`src/rtl/sem_pkg.sv`:
```
`timescale 1ns/1ps
package sem_pkg;
  typedef enum logic [1:0] {
    OWN_FREE  = 2'd0,
    OWN_LEFT  = 2'd1,
    OWN_RIGHT = 2'd2
  } owner_t;
endpackage

```
`src/rtl/sem_rst_sync.sv`:
```
`timescale 1ns/1ps
module sem_rst_sync #(
  parameter int STAGES = 2
) (
  input  logic clk,
  input  logic rst_n,
  output logic rst_sync_n
);
  logic [STAGES-1:0] chain_q;

  always_ff @(posedge clk or negedge rst_n) begin
    if (!rst_n) chain_q <= '0;
    else        chain_q <= {chain_q[STAGES-2:0], 1'b1};
  end

  assign rst_sync_n = chain_q[STAGES-1];
endmodule

```
`src/rtl/sem_port_ctrl.sv`:
```
`timescale 1ns/1ps
module sem_port_ctrl #(
  parameter int DATA_W = 16,
  parameter int ADDR_W = 13,
  parameter int IDX_W  = 3
) (
  input  logic              clk,
  input  logic              rst_n,
  input  logic              sem_n,
  input  logic              mem_en_n,
  input  logic              rw,
  input  logic              oe_n,
  input  logic [ADDR_W-1:0] addr,
  input  logic [DATA_W-1:0] wdata,
  input  logic              view,
  output logic [IDX_W-1:0]  idx,
  output logic              wr_evt,
  output logic              wr_val,
  output logic [DATA_W-1:0] rdata,
  output logic              err
);
  logic access_ok, access_bad, rd_en;
  logic rw_q, rw_d;
  logic bad_q, bad_d;
  logic err_q, err_d;
  logic unused_bits;

  assign access_ok  = !sem_n && mem_en_n;
  assign access_bad = !sem_n && !mem_en_n;

  always_comb begin
    rw_d  = rw;
    bad_d = access_bad;
    err_d = access_bad && !bad_q;
  end

  always_ff @(posedge clk or negedge rst_n) begin
    if (!rst_n) begin
      rw_q  <= 1'b1;
      bad_q <= 1'b0;
      err_q <= 1'b0;
    end else begin
      rw_q  <= rw_d;
      bad_q <= bad_d;
      err_q <= err_d;
    end
  end

  assign idx    = addr[IDX_W-1:0];
  assign wr_evt = access_ok && rw && !rw_q;
  assign wr_val = wdata[0];
  assign rd_en  = access_ok && rw && !oe_n;
  assign rdata  = rd_en ? {DATA_W{view}} : '0;
  assign err    = err_q;

  assign unused_bits = ^{addr[ADDR_W-1:IDX_W], wdata[DATA_W-1:1]};
endmodule

```
`src/rtl/sem_flag_cell.sv`:
```
`timescale 1ns/1ps
module sem_flag_cell
  import sem_pkg::*;
(
  input  logic   clk,
  input  logic   rst_n,
  input  logic   l_req,
  input  logic   l_rel,
  input  logic   r_req,
  input  logic   r_rel,
  output owner_t own
);
  owner_t own_q, own_d;
  logic   upd_en;

  assign upd_en = l_req || l_rel || r_req || r_rel;

  always_comb begin
    own_d = own_q;
    case (own_q)
      OWN_FREE: begin
        if (l_req)      own_d = OWN_LEFT;
        else if (r_req) own_d = OWN_RIGHT;
      end
      OWN_LEFT:  if (l_rel) own_d = OWN_FREE;
      OWN_RIGHT: if (r_rel) own_d = OWN_FREE;
      default:   own_d = OWN_FREE;
    endcase
  end

  always_ff @(posedge clk or negedge rst_n) begin
    if (!rst_n)      own_q <= OWN_FREE;
    else if (upd_en) own_q <= own_d;
  end

  assign own = own_q;
endmodule

```
`src/rtl/sem_flag_unit.sv`:
```
`timescale 1ns/1ps
module sem_flag_unit
  import sem_pkg::*;
#(
  parameter int DATA_W   = 16,
  parameter int ADDR_W   = 13,
  parameter int FLAG_CNT = 8
) (
  input  logic              clk,
  input  logic              rst_n,
  input  logic              l_sem_n,
  input  logic              l_mem_en_n,
  input  logic              l_rw,
  input  logic              l_oe_n,
  input  logic [ADDR_W-1:0] l_addr,
  input  logic [DATA_W-1:0] l_wdata,
  output logic [DATA_W-1:0] l_rdata,
  output logic              l_err,
  input  logic              r_sem_n,
  input  logic              r_mem_en_n,
  input  logic              r_rw,
  input  logic              r_oe_n,
  input  logic [ADDR_W-1:0] r_addr,
  input  logic [DATA_W-1:0] r_wdata,
  output logic [DATA_W-1:0] r_rdata,
  output logic              r_err
);
  localparam int IDX_W = $clog2(FLAG_CNT);

  logic                  rst_sync_n;
  logic [IDX_W-1:0]      l_idx, r_idx;
  logic                  l_wev, r_wev, l_wval, r_wval;
  logic                  l_view, r_view;
  owner_t [FLAG_CNT-1:0] own_q;

  sem_rst_sync #(.STAGES(2)) u_rst (
    .clk(clk), .rst_n(rst_n), .rst_sync_n(rst_sync_n)
  );

  sem_port_ctrl #(.DATA_W(DATA_W), .ADDR_W(ADDR_W), .IDX_W(IDX_W)) u_left (
    .clk(clk), .rst_n(rst_sync_n),
    .sem_n(l_sem_n), .mem_en_n(l_mem_en_n), .rw(l_rw), .oe_n(l_oe_n),
    .addr(l_addr), .wdata(l_wdata), .view(l_view),
    .idx(l_idx), .wr_evt(l_wev), .wr_val(l_wval),
    .rdata(l_rdata), .err(l_err)
  );

  sem_port_ctrl #(.DATA_W(DATA_W), .ADDR_W(ADDR_W), .IDX_W(IDX_W)) u_right (
    .clk(clk), .rst_n(rst_sync_n),
    .sem_n(r_sem_n), .mem_en_n(r_mem_en_n), .rw(r_rw), .oe_n(r_oe_n),
    .addr(r_addr), .wdata(r_wdata), .view(r_view),
    .idx(r_idx), .wr_evt(r_wev), .wr_val(r_wval),
    .rdata(r_rdata), .err(r_err)
  );

  for (genvar g = 0; g < FLAG_CNT; g++) begin : g_flag
    logic l_hit, r_hit;
    assign l_hit = l_wev && (l_idx == IDX_W'(g));
    assign r_hit = r_wev && (r_idx == IDX_W'(g));

    sem_flag_cell u_cell (
      .clk(clk), .rst_n(rst_sync_n),
      .l_req(l_hit && !l_wval), .l_rel(l_hit && l_wval),
      .r_req(r_hit && !r_wval), .r_rel(r_hit && r_wval),
      .own(own_q[g])
    );
  end

  assign l_view = (own_q[l_idx] != OWN_LEFT);
  assign r_view = (own_q[r_idx] != OWN_RIGHT);
endmodule

```
`config.mk`:
```
export PLATFORM = sky130hd
export DESIGN_NAME = sem_flag_unit
export DESIGN_NICKNAME = d
export VERILOG_FILES = /design/src/rtl/sem_pkg.sv /design/src/rtl/sem_rst_sync.sv /design/src/rtl/sem_port_ctrl.sv /design/src/rtl/sem_flag_cell.sv /design/src/rtl/sem_flag_unit.sv
export SDC_FILE = /design/constraint.sdc
export NUM_CORES = 1
export LEC_CHECK = 0
export BUFFER_PORTS_ARGS = -buffer_cell sky130_fd_sc_hd__buf_2
export CORE_MARGIN = 2
export CORE_UTILIZATION = 48
export DETAILED_ROUTE_END_ITERATION = 10
export GPL_TIMING_DRIVEN = 0
export PLACE_DENSITY = 0.86
export SLEW_MARGIN = 0
export SYNTH_ARGS = -nofsm -noshare
export SYNTH_HDL_FRONTEND = slang
export SYNTH_SLANG_ARGS = --single-unit
export TNS_END_PERCENT = 1
```
`constraint.sdc`:
```
create_clock -name clk -period 6.68 [get_ports clk]
set_clock_uncertainty 0.2 [all_clocks]
set_input_delay 1.336 -clock clk [delete_from_list [all_inputs] [get_ports clk]]
set_output_delay 1.336 -clock clk [all_outputs]
set_load 0.03 [all_outputs]
```
### Word-level counts from Yosys, hierarchy flattened

Index checks and enable logic that the tools add are counted.

| word-level totals | value |
|---|---|
| output and inout bits | 34 |
| latch bits | 0 |
| flip-flop bits (word level) | 24 |
| input port bits | 68 |
| memories | 0 |
| bits in writable memories | 0 |
| bits in read-only memories | 0 |

| cells by class | value |
|---|---|
| $lt $le $gt $ge | 2 |
| multiplexer cells | 46 |
| div/mod/pow operators | 0 |
| add/subtract/negate cells | 0 |
| multiply operators | 0 |
| reduce and logical (&&, ||, !) cells | 114 |
| bitwise gates (word level) | 0 |
| shift-type cells | 0 |
| equal/unequal tests | 56 |

Operator list:

| operator | number |
|---|---|
| $mux W2 | 34 |
| $logic_and A1 B1 Y1 | 60 |
| $pmux W2 S3 | 8 |
| $ne A2 B1 Y1 const B | 17 |
| $mux W16 | 2 |
| $reduce_and A4 Y1 | 8 |
| $eq A3 B3 Y1 const B | 8 |
| $logic_or A1 B1 Y1 | 24 |
| $ne A3 B1 Y1 const B | 8 |
| $eq A2 B1 Y1 const B | 8 |
| $eq A2 B2 Y1 const B | 8 |
| $logic_not A2 Y1 | 8 |
| $bmux W2 S3 | 2 |
| $eq A3 B2 Y1 const B | 4 |
| $logic_not A1 Y1 | 12 |
| $lt A3 B4 Y1 const B | 2 |
| $eq A3 B1 Y1 const B | 2 |
| $logic_not A3 Y1 | 2 |
| $ne A2 B2 Y1 const B | 1 |

### Longest topological paths before layout

Gate-level depths: netlist of run 1.

| depth | value |
|---|---|
| word-level depth | 10 |
| depth in mapped cells | 7 |

### By module

Synthesis of run 1 repeated with hierarchy kept, for this count alone.

| unflattened totals | value |
|---|---|
| cells, all modules | 242 |
| area total of the unflattened synthesis | 2,006.9 µm² |

Modules (own cells, without submodules):

| module | cells an instance | times used | area an instance (µm²) | seq. area each (µm²) |
|---|---|---|---|---|
| sem_flag_cell | 12 | 8 | 112.6 | 50.0 |
| sem_port_ctrl | 27 | 2 | 264.0 | 76.3 |
| sem_flag_unit | 89 | 1 | 524.3 | 0.0 |
| sem_rst_sync | 3 | 1 | 53.8 | 50.0 |

### Worst setup path after synthesis of run 1

No wires, ideal clock.

| path | value |
|---|---|
| kind | input to output |
| from | input port r_addr[0] |
| to | output port r_rdata[10] |
| stages on the path | 7 |
| required time | 5,144 ps |
| arrival time | 4,100 ps |
| setup slack | 1,044 ps |
| path buffers | 3 |
| cell sequence | clkbuf_1 > clkbuf_1 > nor3b_1 > a31oi_1 > a21oi_1 > a211oi_1 > buf_4 |

| on the way | value |
|---|---|
| word-level cells in the longest chain between the ends | 4 |

RTL lines:

| item | line | RTL |
|---|---|---|
| from (decl) | sem_flag_unit.sv:23 | `input logic [ADDR_W-1:0] r_addr,` |
| $bmux W2 S3 | sem_flag_unit.sv:70 | `assign r_view = (own_q[r_idx] != OWN_RIGHT);` |
| $mux W2 (implied by the code) | sem_flag_unit.sv:70 |  |
| $ne A2 B2 Y1 | sem_flag_unit.sv:70 |  |
| $mux W16 | sem_port_ctrl.sv:53 | `assign rdata = rd_en ? {DATA_W{view}} : '0;` |
| to (decl) | sem_flag_unit.sv:25 | `output logic [DATA_W-1:0] r_rdata,` |

No other way between the ends. The select of a mux whose other input is x is not followed.

### Worst setup path after layout of run 1

| path | value |
|---|---|
| from | input port l_addr[2] |
| to | output port l_rdata[11] |

| on the way | value |
|---|---|
| word-level cells in the longest chain between the ends | 4 |

RTL lines:

| item | line | RTL |
|---|---|---|
| from (decl) | sem_flag_unit.sv:15 | `input logic [ADDR_W-1:0] l_addr,` |
| $bmux W2 S3 | sem_flag_unit.sv:69 | `assign l_view = (own_q[l_idx] != OWN_LEFT);` |
| $mux W2 (implied by the code) | sem_flag_unit.sv:69 |  |
| $ne A2 B1 Y1 | sem_flag_unit.sv:69 |  |
| $mux W16 | sem_port_ctrl.sv:53 |  |
| to (decl) | sem_flag_unit.sv:17 | `output logic [DATA_W-1:0] l_rdata,` |

No other way between the ends. The select of a mux whose other input is x is not followed.

==> results of run 1 <==
## layer usage
metal | vias up | share of wire (%) | track usage, %
met5 | - | 0 | 0
met4 | 0 | 2.8 | 8.33
met3 | 17 | 7.9 | 4.62
met2 | 93 | 47 | 36.5
met1 | 857 | 42 | 27.9
li1 | 860 | - | -
## report_power, final
| part | leakage, nW | switching (mW) | internal (mW) | total [mW] |
|---|---|---|---|---|
| logic | 0.726 | 0.0463 | 0.0333 | 0.0797 |
| clock network | 0.0357 | 0.0463 | 0.0801 | 0.126 |
| registers | 0.280 | 0.0163 | 0.158 | 0.174 |
## layout by cell type, fill, tap and decap left out, drive strengths merged, types with 8 or more instances in the layout
master  Yosys  routed
clkbuf      9      12
buf        30      78
nand3      14      14
dfrtp      22      22
nor2       13      13
inv         8       8
nor3        8       8
nand2       9       9
nor2b       9       9
a31oi      10      10
## cell families (layout without fill, tap and decap cells)
logic type / Yosys count / after routing / share of synthesized area [%]
AND/OR/NAND/NOR: 83 / 83 / 26.3
AO/OA/AOI/OAI: 51 / 51 / 21.8
buffers and inverters: 47 / 99 / 15.8
flip-flops: 24 / 24 / 33.0
multiplexers: 5 / 5 / 2.87
other: 1 / 1 / 0.205
## worst min path at each step
| stage | endpoint | slack, ns |
|---|---|---|
| 6_report | u_rst.chain_q[1] | 0.16 |
| 5_1_grt | u_rst.chain_q[1] | 0.17 |
| 4_1_cts | u_rst.chain_q[1] | 0.16 |
| 3_5_place_dp | u_rst.chain_q[1] | 0.14 |
| 3_3_place_gp | u_rst.chain_q[1] | 0.14 |
| 2_1_floorplan | g_flag[0].u_cell.own[0] | 0.08 |
## Yosys cell counts (all sizes together), types with 2 or more instances
master | count | share of area (%)
a31oi | 10 | 3.4
a2111oi | 2 | 2.3
nand4 | 3 | 1.0
mux2i | 3 | 1.6
nand3b | 3 | 1.2
o221ai | 2 | 0.96
o22ai | 4 | 1.4
nor3b | 7 | 3.1
a21oi | 4 | 1.1
nand2 | 9 | 1.8
a41oi | 6 | 2.9
nor3 | 8 | 2.2
dfrtp | 22 | 30
a211oi | 2 | 0.82
a311oi | 2 | 0.96
clkbuf | 9 | 1.8
nand2b | 5 | 1.7
buf | 30 | 12
inv | 8 | 1.6
nand3 | 14 | 3.8
mux2 | 2 | 1.2
nor2 | 13 | 2.7
dfstp | 2 | 2.9
a21o | 5 | 2.1
or2 | 2 | 0.68
o21ai | 4 | 1.1
nor2b | 9 | 3.1
or3 | 2 | 0.96
## final cells by class
type | count | share of cell area [%]
clock buffer | 3 | 1.87
buffer | 39 | 11.7
inverter | 8 | 1.36
multi-input combinational | 140 | 42.7
clock inverter | 1 | 1.36
sequential | 24 | 27.4
timing repair buffer | 48 | 10.9
tap | 48 | 2.72
## flip-flops by register name, indices dropped and copies added, names as in the netlist
name / cells
u_right.rw_q: 1
u_left.err: 1
u_right.err: 1
g_flag.u_cell.own: 16
u_rst.chain_q: 2
u_left.rw_q: 1
u_right.bad_q: 1
u_left.bad_q: 1
==> results.py, run 1 <==
metrics = {
    "min_path": {
        "hold_path.class": "reg2reg",
        "worstHoldStart": "u_rst.chain_q[0]",
        "whs_path_depth": 0,
    },
    "layout": {
        "layout.nets": 332,
        "fin_cells": 311,
        "num-fill-cells": 313,
        "diodes": 0,
        "area_delta_synth_final_pct": 20.6,
        "drive_gt1_share_pct": 35.7,
        "post-route-util_pct": 60.2,
        "design_area_sq_um": 2200,
        "seq_area_sq_um": 603,
        "multi_input_area_sq_um": 941,
    },
    "power_and_ir_drop": {
        "p_per_area_nw_per_um2": 172,
        "p_leak_nw": 1.04,
        "peakVddDrop_uv": 105,
        "finalPower_uw": 380,
    },
    "detailed_routing": {
        "via_per_inst": 5.87,
        "dr.pass1.iters": 4,
        "routed-via-count": 1827,
        "wl_microns": 4600,
        "drt.antenna.violating_nets": 0,
        "drc": 0,
        "detail_route.wl_per_cell_microns": 14.8,
        "drt_first_iter_violations": 177,
    },
    "worst_setup_path": {
        "cp.arrival_ns": 3.69,
        "cp_cell_sequence": "clkbuf_1, clkbuf_1, o211a_1, o21ai_0, a31oi_1, buf_4, buf_2",
        "critPathMaxStageDelay_ns": 0.86,
        "critical_path_depth": 7,
        "crit_slowest_cell": "a31oi_1",
        "r2r-end": "g_flag[3].u_cell.own[1]",
        "start_kind": "input pin",
        "r2r_slack_ns": 4.65,
        "cp-end-kind": "output pin",
        "cp.required_ns": 5.14,
        "path_class": "in2out",
        "rr_worst_depth": 4,
        "cp_max_fo": 16,
        "setup.worst_path.start": "l_addr[2]",
        "crit_top_cell": "clkbuf_1",
        "path_delay_family": "buffers and inverters",
        "endpoint": "l_rdata[11]",
        "worst-path-buf-inv": 4,
        "r2r-start": "u_left.rw_q",
    },
    "timing": {
        "max_freq_mhz": 191,
        "worst_slack_ns": 1.46,
        "finalCritPeriodShare_pct": 78.2,
        "slew_violations": 0,
        "worst_hold_slack_ns": 0.157,
        "relSlewSlack_pct": 20.6,
        "grt_setup_unrepaired": "false",
        "period_needed_ns": 5.22,
        "setup_violations": 0,
        "final.setup.tns_ns": 0,
        "tightest_slew_ns": 1.19,
        "hold_violations": 0,
    },
    "global_routing": {
        "grt_max_degree": 23,
        "gr-total-overflow": 0,
        "grt_pass1_vias": 1644,
        "track_usage_pct": 22.0,
        "antenna_found_initial": 0,
        "grt_pass1_wl_microns": 7410,
    },
    "clocking": {
        "numCtsBuffers": 3,
        "post_cts_buffers": 0,
        "clkTransAtPathRegs_ns": 0.09,
        "clkLatencyLatePin_ns": 0.27,
        "cts.sinks": 24,
        "cts_tree": "built",
        "ctsResizeCount": 0,
        "htreeDepth": 1,
        "hold_buffers": 0,
        "root_buffer": "clkbuf_8",
        "cts.path.max_buffers": 2,
    },
    "floorplan": {
        "rows": 22,
        "core_sq_um": 3660,
        "dieArea_sq_um": 4320,
        "fp.dieH_microns": 65.7,
        "die_w_microns": 65.7,
        "boundaryPins": 102,
        "start_util_pct": 49.9,
    },
    "placed_design": {
        "placedCellCount": 307,
        "numPortBuffers": 48,
        "place.gp.congestion": 0.955,
        "post-dp-hpwl_microns": 3480,
        "dpl_cell_area_sq_um": 2130,
        "dp_slack_ns": 1.02,
    },
    "outcome": {
        "status": "finished clean",
    },
    "logic_synthesis": {
        "ys_ff_latch": 24,
        "ys.flop_type": "dfrtp_1",
        "syn_area_per_cell_sq_um": 8.66,
        "ys_types": 50,
        "ys_warn_count": 0,
        "synth_area_sq_um": 1830,
        "synth_edf_count": 0,
        "ys_seq_area_share_pct": 33.0,
        "synthArstFlopShare_pct": 100,
        "synthCells": 211,
        "syn_nets": 279,
    },
    "job": {
        "maxCapViolCount": 0,
    },
}
No activity file was read; power rests on OpenSTA's default activity.
==> run 2: changes to the inputs <==
--- a/config.mk
+++ b/config.mk
@@ -7,10 +7,10 @@
 export LEC_CHECK = 0
 export BUFFER_PORTS_ARGS = -buffer_cell sky130_fd_sc_hd__buf_2
 export CORE_MARGIN = 2
-export CORE_UTILIZATION = 48
+export CORE_UTILIZATION = 40
 export DETAILED_ROUTE_END_ITERATION = 10
 export GPL_TIMING_DRIVEN = 0
-export PLACE_DENSITY = 0.86
+export PLACE_DENSITY = 0.76
 export SLEW_MARGIN = 0
 export SYNTH_ARGS = -nofsm -noshare
 export SYNTH_HDL_FRONTEND = slang
==> constraint.sdc (replaced) <==
create_clock -name clk -period 4.79 [get_ports clk]
set_clock_uncertainty 0.2 [all_clocks]
set_input_delay 0.958 -clock clk [delete_from_list [all_inputs] [get_ports clk]]
set_output_delay 0.958 -clock clk [all_outputs]
set_load 0.03 [all_outputs]
==> run 2 against run 1 <==
  * Hold slack got worse by 0.0023 ns
  * First-iteration DRC count fell by 20%
  * Routed wire length fell by 1.7%
  * Cell count rose by 1.3%
  * Sequential share of layout area rose by 0.14 points
  * Non-clock buffer count did not move
  * Die area rose by 19%
  * Total power rose by 29%
  * Utilization fell by 10 points
  * Count of clock-buffer cells in the layout rose by 1
  * Global-route usage fell by 3.8 points
  * Clock power rose by 10%
==> results.py, run 2 (synthesis results as in run 1) <==
metrics = {
    "outcome": {
        "status": "finished clean",
    },
    "layout": {
        "design_area_sq_um": 2190,
        "drive_gt1_share_pct": 35.7,
        "final_cell_mix": "buf_2 (48), buf_4 (30), dfrtp_1 (22)",
        "final_common_cell": "buf_2",
        "post-route-util_pct": 50.0,
        "largest_reg_flops": 16,
        "fin_cells": 315,
        "layout.nets": 332,
        "area_delta_synth_final_pct": 20.0,
        "diodes": 0,
    },
    "min_path": {
        "hold_path.class": "reg2reg",
    },
    "timing": {
        "final.setup.tns_ns": 0,
        "period_needed_ns": 4.44,
        "relSlewSlack_pct": 21.1,
        "setup_violations": 0,
        "slew_violations": 0,
        "grt_setup_unrepaired": "false",
        "max_freq_mhz": 225,
        "tightest_slew_ns": 1.18,
        "worst_slack_ns": 0.352,
        "finalCritPeriodShare_pct": 92.7,
        "hold_violations": 0,
    },
    "clocking": {
        "post_cts_buffers": 0,
        "htreeDepth": 1,
        "cts.path.max_buffers": 2,
        "clkTransAtPathRegs_ns": 0.08,
        "root_buffer": "clkbuf_8",
        "cts.sinks": 24,
        "cts_tree": "built",
        "numCtsBuffers": 3,
        "ctsResizeCount": 0,
        "clkLatencyLatePin_ns": 0.27,
        "hold_buffers": 0,
    },
    "global_routing": {
        "grt.met2_usage_pct": 29.7,
        "use_met1_pct": 25.4,
        "gr-total-overflow": 0,
        "grt_max_degree": 23,
        "grt_pass1_vias": 1594,
        "busiest_layer": "met2",
        "track_usage_pct": 18.1,
        "grt_pass1_wl_microns": 7560,
        "antenna_found_initial": 0,
        "use_met3_pct": 1.83,
    },
    "placed_design": {
        "placedCellCount": 311,
        "numPortBuffers": 48,
        "dp_slack_ns": 0.394,
        "dpl_cell_area_sq_um": 2140,
        "place.gp.congestion": 0.836,
        "post-dp-hpwl_microns": 3520,
    },
    "floorplan": {
        "boundaryPins": 102,
        "core_sq_um": 4380,
        "die_w_microns": 71.6,
        "dieArea_sq_um": 5130,
        "start_util_pct": 41.7,
        "fp.dieH_microns": 71.6,
        "rows": 24,
    },
    "worst_setup_path": {
        "critPathMaxStageDelay_ns": 0.78,
        "path_class": "in2out",
        "crit_slowest_cell": "a211oi_2",
        "rr_worst_depth": 4,
        "cp.arrival_ns": 3.28,
        "setup.worst_path.start": "r_addr[0]",
        "endpoint": "r_rdata[10]",
        "cp-end-kind": "output pin",
        "r2r-start": "u_right.rw_q",
        "r2r_slack_ns": 2.77,
        "crit_top_cell": "clkbuf_1",
        "r2r-end": "g_flag[3].u_cell.own[1]",
        "cp_cell_sequence": "clkbuf_1, clkbuf_1, nor3b_1, a31oi_1, a21oi_1, a211oi_2, buf_4, buf_2",
        "start_kind": "input pin",
        "cp.required_ns": 3.63,
        "cp_max_fo": 16,
    },
    "detailed_routing": {
        "drc": 0,
        "drt_first_iter_violations": 142,
        "dr.pass1.iters": 4,
        "detail_route.wl_per_cell_microns": 14.4,
        "via_per_inst": 5.56,
        "routed-via-count": 1750,
        "drt.antenna.violating_nets": 0,
        "wl_microns": 4520,
    },
    "power_and_ir_drop": {
        "p_per_area_nw_per_um2": 223,
        "p_leak_nw": 1.03,
        "peakVddDrop_uv": 132,
    },
    "job": {
        "maxCapViolCount": 0,
    },
}
[run 2: changes by cell type in the layout (fill, tap and decap cells not counted)]
cell       delta
bufinv_16     -1
clkbuf_8      +1
[run 2: cell type report]
type	count	area, sq um
timing repair buffer	48	240
tap	52	65.1
fill	432	2190
sequential	24	603
clock buffer	4	55.1
inverter	8	30.0
multi-input combinational	140	941
buffer	39	259
[run 2: critical path: cells and delay by family]
kind,cells,cell delay [ns]
and+or+nand+nor,1,0.11
buffers and inverters,4,1.16
AOI/OAI and AO/OA,3,1.04
[run 2: routing by layer]
layer	wire, microns	part of all wire (%)	vias to the layer above
met5	0	0	-
met2	2240	49	42
met4	64	1.4	0
met3	135	3.0	7
met1	2080	46	841
li1	-	-	860
[run 2: through the flow]
stage / power, mW / hold slack [ns]
floorplan: 0.320 / 0.0788
global placement: 0.352 / 0.137
detailed placement: 0.354 / 0.138
CTS: 0.494 / 0.159
global route: 0.516 / 0.173
finish: 0.490 / 0.155
[run 2: power by group]
group,internal [mW],switching (mW),total (mW)
Clock,0.0734,0.0660,0.139
Combinational,0.0464,0.0625,0.109
Sequential,0.220,0.0220,0.242
Total,0.340,0.150,0.490
[run 2: worst min path at each step]
stage	start	endpoint	slack [ns]	depth (start not counted)
final	u_rst.chain_q[0]	u_rst.chain_q[1]	0.16	0
after global routing	u_rst.chain_q[0]	u_rst.chain_q[1]	0.17	0
after CTS	u_rst.chain_q[0]	u_rst.chain_q[1]	0.16	0
after detailed placement	u_rst.chain_q[0]	u_rst.chain_q[1]	0.14	0
after global placement	u_rst.chain_q[0]	u_rst.chain_q[1]	0.14	0
after floorplan	u_rst.chain_q[1]	g_flag[0].u_cell.own[0]	0.08	0
